<file path="config.mk">
export PLATFORM = sky130hd
export DESIGN_NAME = sctl_regfile
export DESIGN_NICKNAME = d
export VERILOG_FILES = /design/src/rtl/sctl_pkg.sv /design/src/rtl/sctl_shift.sv /design/src/rtl/sctl_regs.sv /design/src/rtl/sctl_decode.sv /design/src/rtl/sctl_regfile.sv
export SDC_FILE = /design/constraint.sdc
export NUM_CORES = 1
export LEC_CHECK = 0
export BUFFER_PORTS_ARGS = -buffer_cell sky130_fd_sc_hd__buf_4
export CORE_MARGIN = 10
export CORE_UTILIZATION = 25
export DETAILED_ROUTE_END_ITERATION = 8
export GPL_TIMING_DRIVEN = 0
export PLACE_DENSITY = 0.47
export REMOVE_ABC_BUFFERS = 1
export SLEW_MARGIN = 40
export SYNTH_ARGS = -nofsm -noshare
export SYNTH_HDL_FRONTEND = slang
export SYNTH_SLANG_ARGS = --single-unit
</file>
<file path="constraint.sdc">
create_clock -name clk -period 5.5 [get_ports clk]
set_clock_uncertainty 0.05 [all_clocks]
set_input_delay 1.65 -clock clk [delete_from_list [all_inputs] [get_ports clk]]
set_output_delay 1.65 -clock clk [all_outputs]
set_load 0.01 [all_outputs]
</file>
<file path="src/rtl/sctl_pkg.sv">
package sctl_pkg;
    localparam int WORD_W   = 24;
    localparam int ADDR_W   = 3;
    localparam int INT_W    = 8;
    localparam int FRAC_W   = 12;
    localparam int RCNT_W   = 4;
    localparam int MOD_W    = 12;
    localparam int NUM_REGS = 3;

    localparam int INT_LSB   = ADDR_W;
    localparam int FRAC_LSB  = INT_LSB + INT_W;
    localparam int RCNT_LSB  = ADDR_W;
    localparam int DBL_BIT   = RCNT_LSB + RCNT_W;
    localparam int MOD_LSB   = DBL_BIT + 1;
    localparam int PRESC_BIT = MOD_LSB + MOD_W;

    localparam int HOLD_BIT  = 3;
    localparam int TRI_BIT   = 4;
    localparam int PD_BIT    = 5;
    localparam int MODE_B0   = 6;
    localparam int MODE_B1   = 11;
    localparam int MODE_B2   = 15;

    localparam int IDX_FB  = 0;
    localparam int IDX_REF = 1;
    localparam int IDX_CTL = 2;

    typedef enum logic [1:0] {
        NM_LOWEST_SPUR    = 2'd0,
        NM_LOW_NOISE_SPUR = 2'd1,
        NM_LOWEST_NOISE   = 2'd2
    } noise_mode_e;

    typedef enum logic [1:0] {
        SH_IDLE   = 2'd0,
        SH_SHIFT  = 2'd1,
        SH_COMMIT = 2'd2
    } sh_state_e;
endpackage

</file>
<file path="src/rtl/sctl_shift.sv">
module sctl_shift
    import sctl_pkg::*;
#(
    parameter int W = WORD_W
) (
    input  logic         clk,
    input  logic         rst_n,
    input  logic         ser_clk,
    input  logic         ser_data,
    input  logic         ser_le,
    output logic         wr_stb,
    output logic [W-1:0] wr_word
);
    sh_state_e    state, state_nx;
    logic         sclk_q, le_q;
    logic [W-1:0] shreg, word_q;
    logic         sclk_rise, le_rise;

    assign sclk_rise = ser_clk & ~sclk_q;
    assign le_rise   = ser_le & ~le_q;

    // state register
    always_ff @(posedge clk or negedge rst_n) begin
        if (!rst_n) state <= SH_IDLE;
        else        state <= state_nx;
    end

    // next state
    always_comb begin
        state_nx = state;
        unique case (state)
            SH_IDLE:   if (le_rise) state_nx = SH_COMMIT;
                       else if (sclk_rise) state_nx = SH_SHIFT;
            SH_SHIFT:  if (le_rise) state_nx = SH_COMMIT;
            SH_COMMIT: state_nx = sclk_rise ? SH_SHIFT : SH_IDLE;
            default:   state_nx = SH_IDLE;
        endcase
    end

    // datapath: shift and capture
    always_ff @(posedge clk or negedge rst_n) begin
        if (!rst_n) begin
            sclk_q <= 1'b0;
            le_q   <= 1'b0;
            shreg  <= '0;
            word_q <= '0;
        end else begin
            sclk_q <= ser_clk;
            le_q   <= ser_le;
            if (sclk_rise) shreg  <= {shreg[W-2:0], ser_data};
            if (le_rise)   word_q <= shreg;
        end
    end

    // outputs
    always_comb begin
        wr_stb  = (state == SH_COMMIT);
        wr_word = word_q;
    end
endmodule

</file>
<file path="src/rtl/sctl_regs.sv">
module sctl_regs
    import sctl_pkg::*;
#(
    parameter int W  = WORD_W,
    parameter int AW = ADDR_W,
    parameter int N  = NUM_REGS
) (
    input  logic                clk,
    input  logic                rst_n,
    input  logic                wr_stb,
    input  logic [W-1:0]        wr_word,
    output logic [N-1:0][W-1:0] reg_q
);
    for (genvar g = 0; g < N; g++) begin : g_reg
        always_ff @(posedge clk or negedge rst_n) begin
            if (!rst_n)
                reg_q[g] <= '0;
            else if (wr_stb && (wr_word[AW-1:0] == AW'(g)))
                reg_q[g] <= wr_word;
        end
    end
endmodule

</file>
<file path="src/rtl/sctl_decode.sv">
module sctl_decode
    import sctl_pkg::*;
#(
    parameter int W = WORD_W
) (
    input  logic [W-1:0]      fb_q,
    input  logic [W-1:0]      ref_q,
    input  logic [W-1:0]      ctl_q,
    output logic [INT_W-1:0]  int_val,
    output logic [FRAC_W-1:0] frac_val,
    output logic [RCNT_W-1:0] ref_cnt,
    output logic              ref_dbl,
    output logic [MOD_W-1:0]  mod_val,
    output logic              presc_sel,
    output logic              cnt_hold,
    output logic              cp_tristate,
    output logic              pwr_down,
    output logic              lock_clr,
    output noise_mode_e       noise_mode,
    output logic              dither_en,
    output logic              frac_err
);
    logic [2:0] mode_code;

    always_comb begin
        int_val   = fb_q[INT_LSB +: INT_W];
        frac_val  = fb_q[FRAC_LSB +: FRAC_W];
        ref_cnt   = ref_q[RCNT_LSB +: RCNT_W];
        ref_dbl   = ref_q[DBL_BIT];
        mod_val   = ref_q[MOD_LSB +: MOD_W];
        presc_sel = ref_q[PRESC_BIT];

        pwr_down    = ctl_q[PD_BIT];
        cnt_hold    = ctl_q[HOLD_BIT] | pwr_down;
        cp_tristate = ctl_q[TRI_BIT] | pwr_down;
        lock_clr    = pwr_down;

        mode_code = {ctl_q[MODE_B2], ctl_q[MODE_B1], ctl_q[MODE_B0]};
        case (mode_code)
            3'b000:  noise_mode = NM_LOWEST_SPUR;
            3'b111:  noise_mode = NM_LOWEST_NOISE;
            default: noise_mode = NM_LOW_NOISE_SPUR;
        endcase
        dither_en = (noise_mode == NM_LOWEST_SPUR);
        frac_err  = (frac_val > mod_val);
    end
endmodule

</file>
<file path="src/rtl/sctl_regfile.sv">
module sctl_regfile
    import sctl_pkg::*;
(
    input  logic              clk,
    input  logic              rst_n,
    input  logic              ser_clk,
    input  logic              ser_data,
    input  logic              ser_le,
    output logic [INT_W-1:0]  int_val,
    output logic [FRAC_W-1:0] frac_val,
    output logic [RCNT_W-1:0] ref_cnt,
    output logic              ref_dbl,
    output logic [MOD_W-1:0]  mod_val,
    output logic              presc_sel,
    output logic              cnt_hold,
    output logic              cp_tristate,
    output logic              pwr_down,
    output logic              lock_clr,
    output logic [1:0]        noise_mode,
    output logic              dither_en,
    output logic              frac_err
);
    logic                          wr_stb;
    logic [WORD_W-1:0]             wr_word;
    logic [NUM_REGS-1:0][WORD_W-1:0] reg_q;
    noise_mode_e                   nm;

    sctl_shift #(.W(WORD_W)) u_shift (
        .clk(clk), .rst_n(rst_n), .ser_clk(ser_clk), .ser_data(ser_data),
        .ser_le(ser_le), .wr_stb(wr_stb), .wr_word(wr_word)
    );

    sctl_regs #(.W(WORD_W), .AW(ADDR_W), .N(NUM_REGS)) u_regs (
        .clk(clk), .rst_n(rst_n), .wr_stb(wr_stb), .wr_word(wr_word),
        .reg_q(reg_q)
    );

    sctl_decode #(.W(WORD_W)) u_dec (
        .fb_q(reg_q[IDX_FB]), .ref_q(reg_q[IDX_REF]), .ctl_q(reg_q[IDX_CTL]),
        .int_val(int_val), .frac_val(frac_val), .ref_cnt(ref_cnt),
        .ref_dbl(ref_dbl), .mod_val(mod_val), .presc_sel(presc_sel),
        .cnt_hold(cnt_hold), .cp_tristate(cp_tristate), .pwr_down(pwr_down),
        .lock_clr(lock_clr), .noise_mode(nm), .dither_en(dither_en),
        .frac_err(frac_err)
    );

    assign noise_mode = nm;
endmodule

</file>
==> out/qor.csv <==
metric,value,unit
run status,completed,
top sig layer,met4,
Hold Crit Class,reg -> reg,
initial antenna violation count,0,
Nets,323,
final setup TNS,0,ps
wl on met1,3690,um
Sw Pwr,595,uW
WP data arrival,1940,ps
Unique masters post-synth,28,
final setup fails,0,
Worst-Skew Late Latency,340,ps
drt total wl,8040,um
Area after DPL,4560,um2
"Power, Total",2080,uW
area of the core,16400,um2
clk buf depth,2,
fin crit share,66.1,%
Die H,149,um
VDD IR-drop max,161,uV
Seq pwr share,48.4,%
synthesized cell area,4150,um2
Post-Syn Area per Cell,14.5,um2
Slew headroom,52.9,%
largest net degree at the start of global routing,95,
worst hold stages,1,
Worst path max stage delay,380,ps
TritonCTS Buffers,9,
cell family with the largest share of critical-path delay,compound AO/OA/AOI/OAI gates,
"commonest non-fill, non-tap cell in the layout",dfrtp_1,
Die X,149,um
clock power share,27.5,%
Worst-Margin Slew,706,ps
DP Wirelength,5580,um
Required @ worst endpoint,3800,ps
YS warnings,0,
diode count,0,
Total GRT Usage,7.72,%
CTS tree,yes,
"FF+latch count, synth",94,
type of origin of the critical path,flip-flop,
max-cap viol count,0,
Net Sw Frac,28.6,%
WHS Endpoint,u_shift.shreg[22],
min-delay src,u_shift.shreg[22],
Worst setup startpoint,u_regs.reg_q[33],
CP Capture Type,output port,
Starting Density,25.3,%
pwr/cell area,432,nW/um2
DRC,0,
static leakage,0.00238,uW
Logic pwr share,24.1,%
Initial DRC Count,103,
via count,2159,
# port buffers,50,
RSZ-0062 raised after global routing,false,
global-route wire length before repair,13200,um
"Clk pin slew, worst setup/hold paths",60,ps
Root Driver,clkbuf_16,
total gr overflow,0,
met2 routed WL,3660,um
"Hold Violations, Final",0,
FP Rows,47,
GPL Wtd Cong,0.688,
Max Slew Vio Count,0,
vias in the first global route,2316,
routed length per instance,15.1,um
reg2reg path depth,5,
Mapped Cells,287,
Pre-antenna DRT Iters,3,
worst path cell trace,inv_1 > ha_1 > nor2b_1 > o211ai_1 > a211o_1 > a31oi_1 > buf_4,
reg-to-reg critical path endpoint,u_regs.reg_q[13],
metal3 WL,559,um
clock sinks,94,
Setup CP Type,reg -> out,
Internal Power,1490,uW
RR Startpoint,u_shift.state[0],
Final Instance Area,4820,um2
fin crit period,3640,ps
Worst Path Buf+Inv,2,
CP max-delay cell,dfrtp_1,
H-tree levels,3,
r2r setup slk,3770,ps
CP max FO,3,
I/O Pins,51,
share of layout cells above drive strength 1,53.1,%
die area,22100,um2
post-route ant nets,0,
post-cts resize count,0,
synthesis-to-finish area growth,16.3,%
most frequent cells in the layout,"dfrtp_1, mux2_2, buf_4",
hold_buf cts,0,
via-per-instance ratio,4.07,
buffer count from post-CTS setup fixing,0,
Fmax achieved,275,MHz
post-synthesis sequential area ratio,56.7,%
==> kinds of logic after synthesis <==
logic type               synth area share, %
flip-flops                              56.7
multiplexers                            25.3
buffers and inverters                   9.14
AND/OR/NAND/NOR                         3.77
adder cells (fa/ha/maj)                 3.62
AO/OA/AOI/OAI                           1.45
==> cell usage after synthesis <==
library cell   n  area, um2
dfrtp_1       94       2350
mux2_2        79        890
buf_4         39        293
ha_1          12        150
inv_1         12       45.0
mux2_4        10        150
buf_2          6       30.0
a21oi_1        5       25.0
nor2b_1        4       25.0
nand2_1        3       11.3
nand4_1        3       18.8
nor2_1         2       7.51
nor3_1         2       10.0
or2_2          2       12.5
a211o_1        1       8.76
a211oi_1       1       7.51
a31oi_1        1       6.26
and3_1         1       6.26
buf_6          1       11.3
mux2_1         1       11.3
nand2b_1       1       6.26
nand3_1        1       5.00
nand4b_1       1       8.76
nand4b_4       1       23.8
nor2_4         1       11.3
nor3_2         1       10.0
o211ai_1       1       7.51
o21ai_0        1       5.00
==> area by class of cell <==
class	instances	area, um2
Sequential cell	94	2350
Fill cell	1667	11600
Tap cell	220	275
Clock inverter	5	25.0
Inverter	12	45.0
Timing Repair Buffer	54	444
Multi-Input combinational cell	135	1440
Clock buffer	11	243
==> how the worst max path moves through the flow <==
stage / endpoint / slack [ps] / depth (start not counted)
after global placement: u_shift.wr_word[1] / 1250 / 3
after floorplan: u_shift.shreg[0] / 2170 / 2
after global routing: frac_err / 1700 / 6
after CTS: frac_err / 1830 / 7
after detailed placement: frac_err / 2220 / 5
final: frac_err / 1860 / 7
==> power by group through the flow <==
| stage | Combinational [uW] | Sequential [uW] | Clock (uW) |
|---|---|---|---|
| detailed placement | 517 | 1030 | 0 |
| floorplan | 273 | 1000 | 0 |
| global route | 554 | 1040 | 626 |
| CTS | 519 | 1020 | 600 |
| global placement | 507 | 1020 | 0 |
| finish | 501 | 1010 | 572 |
==> routing by layer <==
metal	vias up	GRT usage [%]
met5	-	0
met4	0	2.80
met3	8	3.88
met2	41	11.5
met1	1098	9.44
li1	1012	-
==> worst reg2reg max path: stages (launching register included) <==
cell,delay [ps]
dfrtp_1,420
nor2_4,170
nand2_1,100
nor3_4,260
buf_4,270
mux2_2,360
==> state kept, by name (all words and copies together) (netlist names) <==
name	count
u_regs.reg_q	44
u_shift.wr_word	23
u_shift.state	2
u_shift.le_q	1
u_shift.sclk_q	1
u_shift.shreg	23
==> through the flow <==
stage	cells	hold slack [ps]	setup WS, ps	util (%)
final	531	454	1860	29.4
after CTS	531	456	1830	29.4
after global placement	511	436	1250	27.2
after detailed placement	515	441	2220	27.8
after global routing	531	478	1700	29.4
after floorplan	241	421	2170	-
Note: power is estimated with default switching activity, not from simulation.
